### src/rtl/i2c_ee_pkg.sv
package i2c_ee_pkg;

   typedef enum logic [2:0] {
      ST_IDLE,
      ST_ADDR,
      ST_WORD,
      ST_DATA,
      ST_RD,
      ST_RACK
   } ee_state_t;

   function automatic bit depth_ok(input int unsigned d);
      return (d == 128) || (d == 256) || (d == 512) || (d == 1024);
   endfunction

endpackage

### src/rtl/i2c_ee_sync.sv
module i2c_ee_sync (
   input  logic clk,
   input  logic rst_n,
   input  logic scl_i,
   input  logic sda_i,
   output logic scl_s,
   output logic sda_s,
   output logic scl_rise,
   output logic scl_fall,
   output logic start_det,
   output logic stop_det
);
   logic [1:0] scl_ff, sda_ff;
   logic       scl_q, sda_q;

   always_ff @(posedge clk or negedge rst_n) begin
      if (!rst_n) begin
         scl_ff <= 2'b11;
         sda_ff <= 2'b11;
         scl_q  <= 1'b1;
         sda_q  <= 1'b1;
      end else begin
         scl_ff <= {scl_ff[0], scl_i};
         sda_ff <= {sda_ff[0], sda_i};
         scl_q  <= scl_ff[1];
         sda_q  <= sda_ff[1];
      end
   end

   assign scl_s     = scl_ff[1];
   assign sda_s     = sda_ff[1];
   assign scl_rise  = scl_s & ~scl_q;
   assign scl_fall  = ~scl_s & scl_q;
   assign start_det = scl_s & scl_q & sda_q & ~sda_s;
   assign stop_det  = scl_s & scl_q & ~sda_q & sda_s;

endmodule

### src/rtl/i2c_ee_mem.sv
module i2c_ee_mem #(
   parameter int unsigned DEPTH = 128,
   localparam int unsigned AW   = $clog2(DEPTH)
) (
   input  logic          clk,
   input  logic          rst_n,
   input  logic          we,
   input  logic [AW-1:0] addr,
   input  logic [7:0]    wdata,
   output logic [7:0]    rdata
);
   logic [7:0] arr [DEPTH];

   always_ff @(posedge clk or negedge rst_n) begin
      if (!rst_n) begin
         for (int i = 0; i < int'(DEPTH); i++) arr[i] <= 8'h00;
      end else if (we) begin
         arr[addr] <= wdata;
      end
   end

   assign rdata = arr[addr];

endmodule

### src/rtl/i2c_ee_ctrl.sv
module i2c_ee_ctrl
   import i2c_ee_pkg::*;
#(
   parameter int unsigned DEPTH         = 128,
   parameter logic [3:0]  DEV_HI        = 4'b1010,
   parameter bit          WP_UPPER_ONLY = 1'b0,
   localparam int unsigned AW           = $clog2(DEPTH)
) (
   input  logic          clk,
   input  logic          rst_n,
   input  logic          scl_s,
   input  logic          sda_s,
   input  logic          scl_rise,
   input  logic          scl_fall,
   input  logic          start_det,
   input  logic          stop_det,
   input  logic [2:0]    addr_pins,
   input  logic          wp,
   input  logic [7:0]    rd_data,
   output logic          sda_oe,
   output logic          mem_we,
   output logic [AW-1:0] mem_addr,
   output logic [7:0]    mem_wdata
);
   ee_state_t     state;
   logic [3:0]    cnt;
   logic [7:0]    shreg, txsh;
   logic [AW-1:0] ptr;
   logic          ack_slot, rw, nack, prot;
   logic [6:0]    dev_addr;

   assign dev_addr = {DEV_HI, addr_pins};

   generate
      if (WP_UPPER_ONLY) begin : g_wp_half
         assign prot = wp & ptr[AW-1];
      end else begin : g_wp_all
         assign prot = wp;
      end
   endgenerate

   assign mem_addr  = ptr;
   assign mem_wdata = shreg;
   assign mem_we    = (state == ST_DATA) && scl_fall && (cnt == 4'd8) && !ack_slot && !prot;

   always_ff @(posedge clk or negedge rst_n) begin
      if (!rst_n) begin
         state    <= ST_IDLE;
         cnt      <= '0;
         shreg    <= '0;
         txsh     <= '0;
         ptr      <= '0;
         sda_oe   <= 1'b0;
         ack_slot <= 1'b0;
         rw       <= 1'b0;
         nack     <= 1'b0;
      end else if (start_det) begin
         state    <= ST_ADDR;
         cnt      <= '0;
         ack_slot <= 1'b0;
         sda_oe   <= 1'b0;
      end else if (stop_det) begin
         state    <= ST_IDLE;
         cnt      <= '0;
         ack_slot <= 1'b0;
         sda_oe   <= 1'b0;
      end else begin
         unique case (state)
            ST_ADDR, ST_WORD, ST_DATA: begin
               if (scl_rise && !ack_slot && cnt != 4'd8) begin
                  shreg <= {shreg[6:0], sda_s};
                  cnt   <= cnt + 4'd1;
               end else if (scl_fall && ack_slot) begin
                  ack_slot <= 1'b0;
                  sda_oe   <= 1'b0;
                  cnt      <= '0;
                  if (state == ST_ADDR) begin
                     if (rw) begin
                        state  <= ST_RD;
                        sda_oe <= ~rd_data[7];
                        txsh   <= {rd_data[6:0], 1'b0};
                        ptr    <= ptr + 1'b1;
                     end else begin
                        state <= ST_WORD;
                     end
                  end else if (state == ST_WORD) begin
                     state <= ST_DATA;
                  end
               end else if (scl_fall && cnt == 4'd8) begin
                  if (state == ST_ADDR) begin
                     if (shreg[7:1] == dev_addr) begin
                        ack_slot <= 1'b1;
                        sda_oe   <= 1'b1;
                        rw       <= shreg[0];
                     end else begin
                        state <= ST_IDLE;
                     end
                  end else begin
                     ack_slot <= 1'b1;
                     sda_oe   <= 1'b1;
                     if (state == ST_WORD) ptr <= AW'(shreg);
                     else                  ptr <= ptr + 1'b1;
                  end
               end
            end
            ST_RD: begin
               if (scl_rise) begin
                  cnt <= cnt + 4'd1;
               end else if (scl_fall) begin
                  if (cnt == 4'd8) begin
                     sda_oe <= 1'b0;
                     state  <= ST_RACK;
                  end else begin
                     sda_oe <= ~txsh[7];
                     txsh   <= {txsh[6:0], 1'b0};
                  end
               end
            end
            ST_RACK: begin
               if (scl_rise) begin
                  nack <= sda_s;
               end else if (scl_fall) begin
                  if (nack) begin
                     state <= ST_IDLE;
                  end else begin
                     state  <= ST_RD;
                     cnt    <= '0;
                     sda_oe <= ~rd_data[7];
                     txsh   <= {rd_data[6:0], 1'b0};
                     ptr    <= ptr + 1'b1;
                  end
               end
            end
            default: ;
         endcase
      end
   end

   p_oe_moves_scl_low_r3: assert property (@(posedge clk) disable iff (!rst_n)
      ((sda_oe != $past(sda_oe)) && !$past(start_det) && !$past(stop_det)) |-> !scl_s);

   p_idle_released_r11: assert property (@(posedge clk) disable iff (!rst_n)
      (state == ST_IDLE) |-> !sda_oe);

   p_start_restarts_r10: assert property (@(posedge clk) disable iff (!rst_n)
      start_det |=> (state == ST_ADDR) && !sda_oe);

   p_nomatch_nack_r2: assert property (@(posedge clk) disable iff (!rst_n)
      (state == ST_ADDR && scl_fall && cnt == 4'd8 && !ack_slot && !start_det && !stop_det
       && shreg[7:1] != dev_addr) |=> !sda_oe && state == ST_IDLE);

   p_bitcnt_bound_r5: assert property (@(posedge clk) disable iff (!rst_n)
      cnt <= 4'd8);

endmodule

### src/rtl/i2c_eeprom_slave.sv
module i2c_eeprom_slave #(
   parameter int unsigned DEPTH         = 128,
   parameter logic [3:0]  DEV_HI        = 4'b1010,
   parameter bit          WP_UPPER_ONLY = 1'b0
) (
   input  logic       clk,
   input  logic       rst_n,
   input  logic       scl_i,
   input  logic       sda_i,
   output logic       sda_oe,
   input  logic [2:0] addr_pins,
   input  logic       wp
);
   localparam int unsigned AW = $clog2(DEPTH);

   generate
      if (!i2c_ee_pkg::depth_ok(DEPTH)) begin : g_bad_depth_r12
         $error("i2c_eeprom_slave: DEPTH must be 128, 256, 512 or 1024");
      end
   endgenerate

   logic          scl_s, sda_s, scl_rise, scl_fall, start_det, stop_det;
   logic          mem_we;
   logic [AW-1:0] mem_addr;
   logic [7:0]    mem_wdata, rd_data;

   i2c_ee_sync u_sync (
      .clk       (clk),
      .rst_n     (rst_n),
      .scl_i     (scl_i),
      .sda_i     (sda_i),
      .scl_s     (scl_s),
      .sda_s     (sda_s),
      .scl_rise  (scl_rise),
      .scl_fall  (scl_fall),
      .start_det (start_det),
      .stop_det  (stop_det)
   );

   i2c_ee_ctrl #(
      .DEPTH         (DEPTH),
      .DEV_HI        (DEV_HI),
      .WP_UPPER_ONLY (WP_UPPER_ONLY)
   ) u_ctrl (
      .clk       (clk),
      .rst_n     (rst_n),
      .scl_s     (scl_s),
      .sda_s     (sda_s),
      .scl_rise  (scl_rise),
      .scl_fall  (scl_fall),
      .start_det (start_det),
      .stop_det  (stop_det),
      .addr_pins (addr_pins),
      .wp        (wp),
      .rd_data   (rd_data),
      .sda_oe    (sda_oe),
      .mem_we    (mem_we),
      .mem_addr  (mem_addr),
      .mem_wdata (mem_wdata)
   );

   i2c_ee_mem #(.DEPTH(DEPTH)) u_mem (
      .clk   (clk),
      .rst_n (rst_n),
      .we    (mem_we),
      .addr  (mem_addr),
      .wdata (mem_wdata),
      .rdata (rd_data)
   );

   p_wp_all_blocks_r8: assert property (@(posedge clk) disable iff (!rst_n)
      (wp && !WP_UPPER_ONLY) |-> !mem_we);

   p_wp_upper_blocks_r9: assert property (@(posedge clk) disable iff (!rst_n)
      (wp && mem_addr[AW-1]) |-> !mem_we);

endmodule

### config.mk
export PLATFORM = sky130hd
export DESIGN_NAME = i2c_eeprom_slave
export DESIGN_NICKNAME = d
export VERILOG_FILES = /design/src/rtl/i2c_ee_pkg.sv /design/src/rtl/i2c_ee_sync.sv /design/src/rtl/i2c_ee_mem.sv /design/src/rtl/i2c_ee_ctrl.sv /design/src/rtl/i2c_eeprom_slave.sv
export SDC_FILE = /design/constraint.sdc
export NUM_CORES = 2
export LEC_CHECK = 0
export CAP_MARGIN = 20
export CORE_ASPECT_RATIO = 0.9
export CORE_MARGIN = 8
export CORE_UTILIZATION = 55
export DETAILED_ROUTE_END_ITERATION = 8
export DONT_BUFFER_PORTS = 1
export PLACE_DENSITY = 0.7
export SYNTH_ARGS = -nofsm -noshare
export SYNTH_HDL_FRONTEND = slang
export SYNTH_SLANG_ARGS = --single-unit
### constraint.sdc
create_clock -name clk -period 4.3 [get_ports clk]
set_input_delay 0.215 -clock clk [delete_from_list [all_inputs] [get_ports clk]]
set_output_delay 0.215 -clock clk [all_outputs]
set_load 0.005 [all_outputs]
==> summary by stage <==
CTS
TritonCTS built the clock tree. The clock edge transition at the registers on the reported setup and hold paths is 0.07 ns. The CTS root buffer is sky130_fd_sc_hd__clkbuf_16. Counting the buffers created by CTS gives 108. The buffer depth of the longest clock path is 3. The post-cts sizing count is 0. The clock latency on the worst-skew pair is 0.71 ns. For this design, the sink count on the clock tree is 1063. In this run the number of H-tree levels came out at 3.

Timing
The slew at the pin with the worst max-slew slack is 1.65 ns. Across all hold checks on the routed design, the worst slack comes to 0.0536 ns. Once routing completed, OpenROAD measured the worst setup slack at 0.481 ns. The smallest clock period supported by the final layout is computed as 3.82 ns.

The count of final max-slew check failures is 108. Setup repair after global routing left no endpoint under its margin. The maximum clock frequency is 0.262 GHz. Setup violations remaining at the end of the flow were counted as 0. The final period utilization is 0.888. The final hold violation count was 0. In the final timing run, aggregate negative setup slack is 0 ns. The worst clock skew is 0.0294 ns. Measured against its own limit, the worst slew margin works out to -0.0977.

Global routing
Entering global routing, the biggest net connects 1064 pins. The met2 global-route usage is 0.446. The number of global-route vias before repair is 33800. The met3 track demand over resource in global routing is 0.0864.

The wire length of the first global-routing pass is 229 mm. The number of antenna violations at the first check in global routing is 2. The met1 layer usage reported by global route is 0.418.

The global-route usage over all layers is 0.300. After global routing the overflow that remains totals 0. met2 is the most crowded layer.

Power
The internal power summed over all cells is 17.6 mW. The analysis attributes to net switching a power of 11.1 mW. The switching portion of total power is 0.386.

The sum of internal, switching and leakage power is 28.7 mW. The clock group share of total power is 0.335. The combinational power share is 0.274. The power density normalized to cell area is 527 nW/um2. The worst ir drop on vdd is 0.439 mV. The analysis attributes to cell leakage a power of 25.4 nW.

The share of power burned in registers is 0.392.

Final layout
The final cell utilization of the core is 0.610. Leaving out filler cells and counting taps, the final layout contains 4848. The area overhead of the layout relative to synthesis is 10.1%. The final instance area is 54500 um2. The share of layout cells above drive strength 1 is 0.432. The final-stage net count is 3599.

Detailed routing
For this run, design rule violations remaining after detail routing come to 0. The mean routed wirelength per cell is 31.5 um. The first routing iteration left 3870 violations. In this run the remaining antenna-violating nets after routing total 0. Detailed routing inserted a total of 33200 vias.

Dividing the detail-routed via count by the number of cells gives 6.85. The wire length reported by the detailed router is 153 mm. The number of search-and-repair iterations in the first detailed-routing pass is 7.

Logic synthesis
The synthesized netlist net count is 3639. The count of flip-flops with a built-in enable after synthesis is 0. The cell accounting for the most synthesized area is sky130_fd_sc_hd__dfrtp_1. The synthesized instance count is 3628. The count of cell types in the netlist is 72. The most frequent cell after synthesis is sky130_fd_sc_hd__mux2_2. The share of synthesized area in the top cell type comes to 0.534.

The total number of yosys warnings is 0. The commonest cells after synthesis are sky130_fd_sc_hd__mux2_2 (1073), sky130_fd_sc_hd__dfrtp_1 (1057), sky130_fd_sc_hd__clkbuf_1 (149). The fraction of registers with async set or reset after synthesis is 1.00. The post-synthesis cell area is 49500 um2.

The average cell area after synthesis is 13.6 um2. In the post-synthesis netlist, the biggest area contributors are sky130_fd_sc_hd__dfrtp_1 (53%), sky130_fd_sc_hd__mux2_2 (24%), sky130_fd_sc_hd__mux4_2 (2.4%). The share of the Yosys chip area taken by registers is 0.538.

The most frequently used flop master after synthesis is sky130_fd_sc_hd__dfrtp_1. Counting flops and latches in the post-synthesis netlist gives 1063.

Hold path
The type of the tightest min-delay check is in2reg. Along the worst hold path, the cell count comes to 1.

Worst setup path
The number of cells on the worst reg-to-reg path is 8. The element type at the critical path start is a flop. The worst setup path is of the reg2reg kind. In this run the worst path has a maximum fanout of 42. The worst endpoint data arrival time is 4.39 ns. STA classifies the critical path endpoint as a flop. The data required time at the worst endpoint is 4.87 ns.

Place
After detailed placement, the total cell area comes to 50700 um2. In this run, placement finished with an instance count of 4634. The total half-perimeter wirelength after legalization and detailed placement is 95.8 mm.

The worst setup timing slack at the placement stage is 0.706 ns. The weighted congestion at the end of routability-driven global placement is 0.971. The number of input and output port buffers inserted is 0.

Floorplanning
The overall die area is 99900 um2. During I/O placement, the number of pins put on the boundary was 9. The floorplan die height is 301 um.

In this run the horizontal extent of the chip is 332 um. The initial standard-cell utilization of the core is 0.554. The floorplan has 104 rows. The standard cell core area is 89300 um2.

Flow run
Max-cap violations in this run came to 0.

Run status
The final reports fail on slew limit. The flow ran to the end, but the final reports show violations.
## per-layer routing
metal | routed length, um | vias up | part of all wire
met5 | 0 | - | 0
met4 | 6730 | 0 | 0.044
met3 | 16300 | 426 | 0.11
met2 | 66700 | 1864 | 0.44
met1 | 62800 | 17500 | 0.41
li1 | - | 13400 | -
## flip-flops by register name (all words and copies together), names as in the netlist
register / cells
u_ctrl.sda_oe: 1
u_sync.scl_q: 1
u_mem.arr: 1024
u_ctrl.state: 3
u_sync.sda_q: 1
u_sync.scl_ff: 2
u_ctrl.mem_addr: 7
u_ctrl.rw: 1
u_ctrl.nack: 1
u_ctrl.ack_slot: 1
u_ctrl.mem_wdata: 8
u_ctrl.cnt: 4
u_ctrl.txsh: 7
u_sync.sda_ff: 2
## layout make-up
cell class	instances	area [um2]
multi-input combinational	2277	21500
clock inverter	23	308
antenna	5	12.5
clock buffer	176	3310
fill	6756	34800
timing repair buffer	122	1130
sequential	1063	26700
tap	1166	1460
inverter	16	60.1
## worst paths after layout
| kind | startpoint | slack, ns | endpoint |
|---|---|---|---|
| min in group asynchronous | rst_n | 0.19 | u_mem.arr[275] |
| worst max-delay path | u_ctrl.mem_addr[0] | 0.48 | u_ctrl.txsh[4] |
| worst min register to register | u_sync.sda_ff[0] | 0.35 | u_sync.sda_ff[1] |
| max in group asynchronous | rst_n | 1.17 | u_mem.arr[728] |
| worst max register to register | u_ctrl.mem_addr[0] | 0.48 | u_ctrl.txsh[4] |
| worst min-delay path | scl_i | 0.05 | u_sync.scl_ff[0] |
## placed cells by master (no fill, tap or decap), drive strengths merged, types with 15 or more instances in the layout
cell       n
a21oi     95
a221o     21
a221oi   113
a22o      19
a22oi    117
a31oi     22
buf      117
clkbuf   176
clkinv    15
dfrtp   1057
inv       17
mux2    1125
mux2i     67
mux4      53
nand2    124
nand3     26
nand4     16
nor2     200
o211ai    25
o21ai    108
## critical path: stages, from the launching register on
cell and delay, ns:
sky130_fd_sc_hd__dfrtp_4 0.83, sky130_fd_sc_hd__nor2_1 0.46, sky130_fd_sc_hd__buf_4 0.33, sky130_fd_sc_hd__a221oi_1 0.31
sky130_fd_sc_hd__nor2_1 0.09, sky130_fd_sc_hd__a2111oi_0 1.00, sky130_fd_sc_hd__o21ai_0 0.36, sky130_fd_sc_hd__o21ai_1 0.19
sky130_fd_sc_hd__o21ai_0 0.09
## power by group through the flow
stage	sequential, mW	combinational, mW	clock (mW)
global route	11.3	7.94	10.1
floorplan	10.4	4.58	0
finish	11.2	7.85	9.60
global placement	11.3	7.23	0
CTS	11.2	7.30	9.70
detailed placement	11.4	7.28	0
## kinds of logic after synthesis
| family | after synthesis | synth area share |
|---|---|---|
| AOI/OAI and AO/OA | 592 | 0.0853 |
| DFF | 1063 | 0.538 |
| adders and majority gates | 3 | 0.000758 |
| xor gates and xnor gates | 4 | 0.000708 |
| and+or+nand+nor | 433 | 0.0542 |
| muxes | 1245 | 0.294 |
| buffers and inverters | 288 | 0.0278 |
## timing repair
| action | in CTS | in global routing |
|---|---|---|
| buffers inserted | 0 | 0 |
| hold buffers | 4 | 2 |
| hold endpoints to repair | 1066 | 644 |
(Power assumes the default switching activity.)
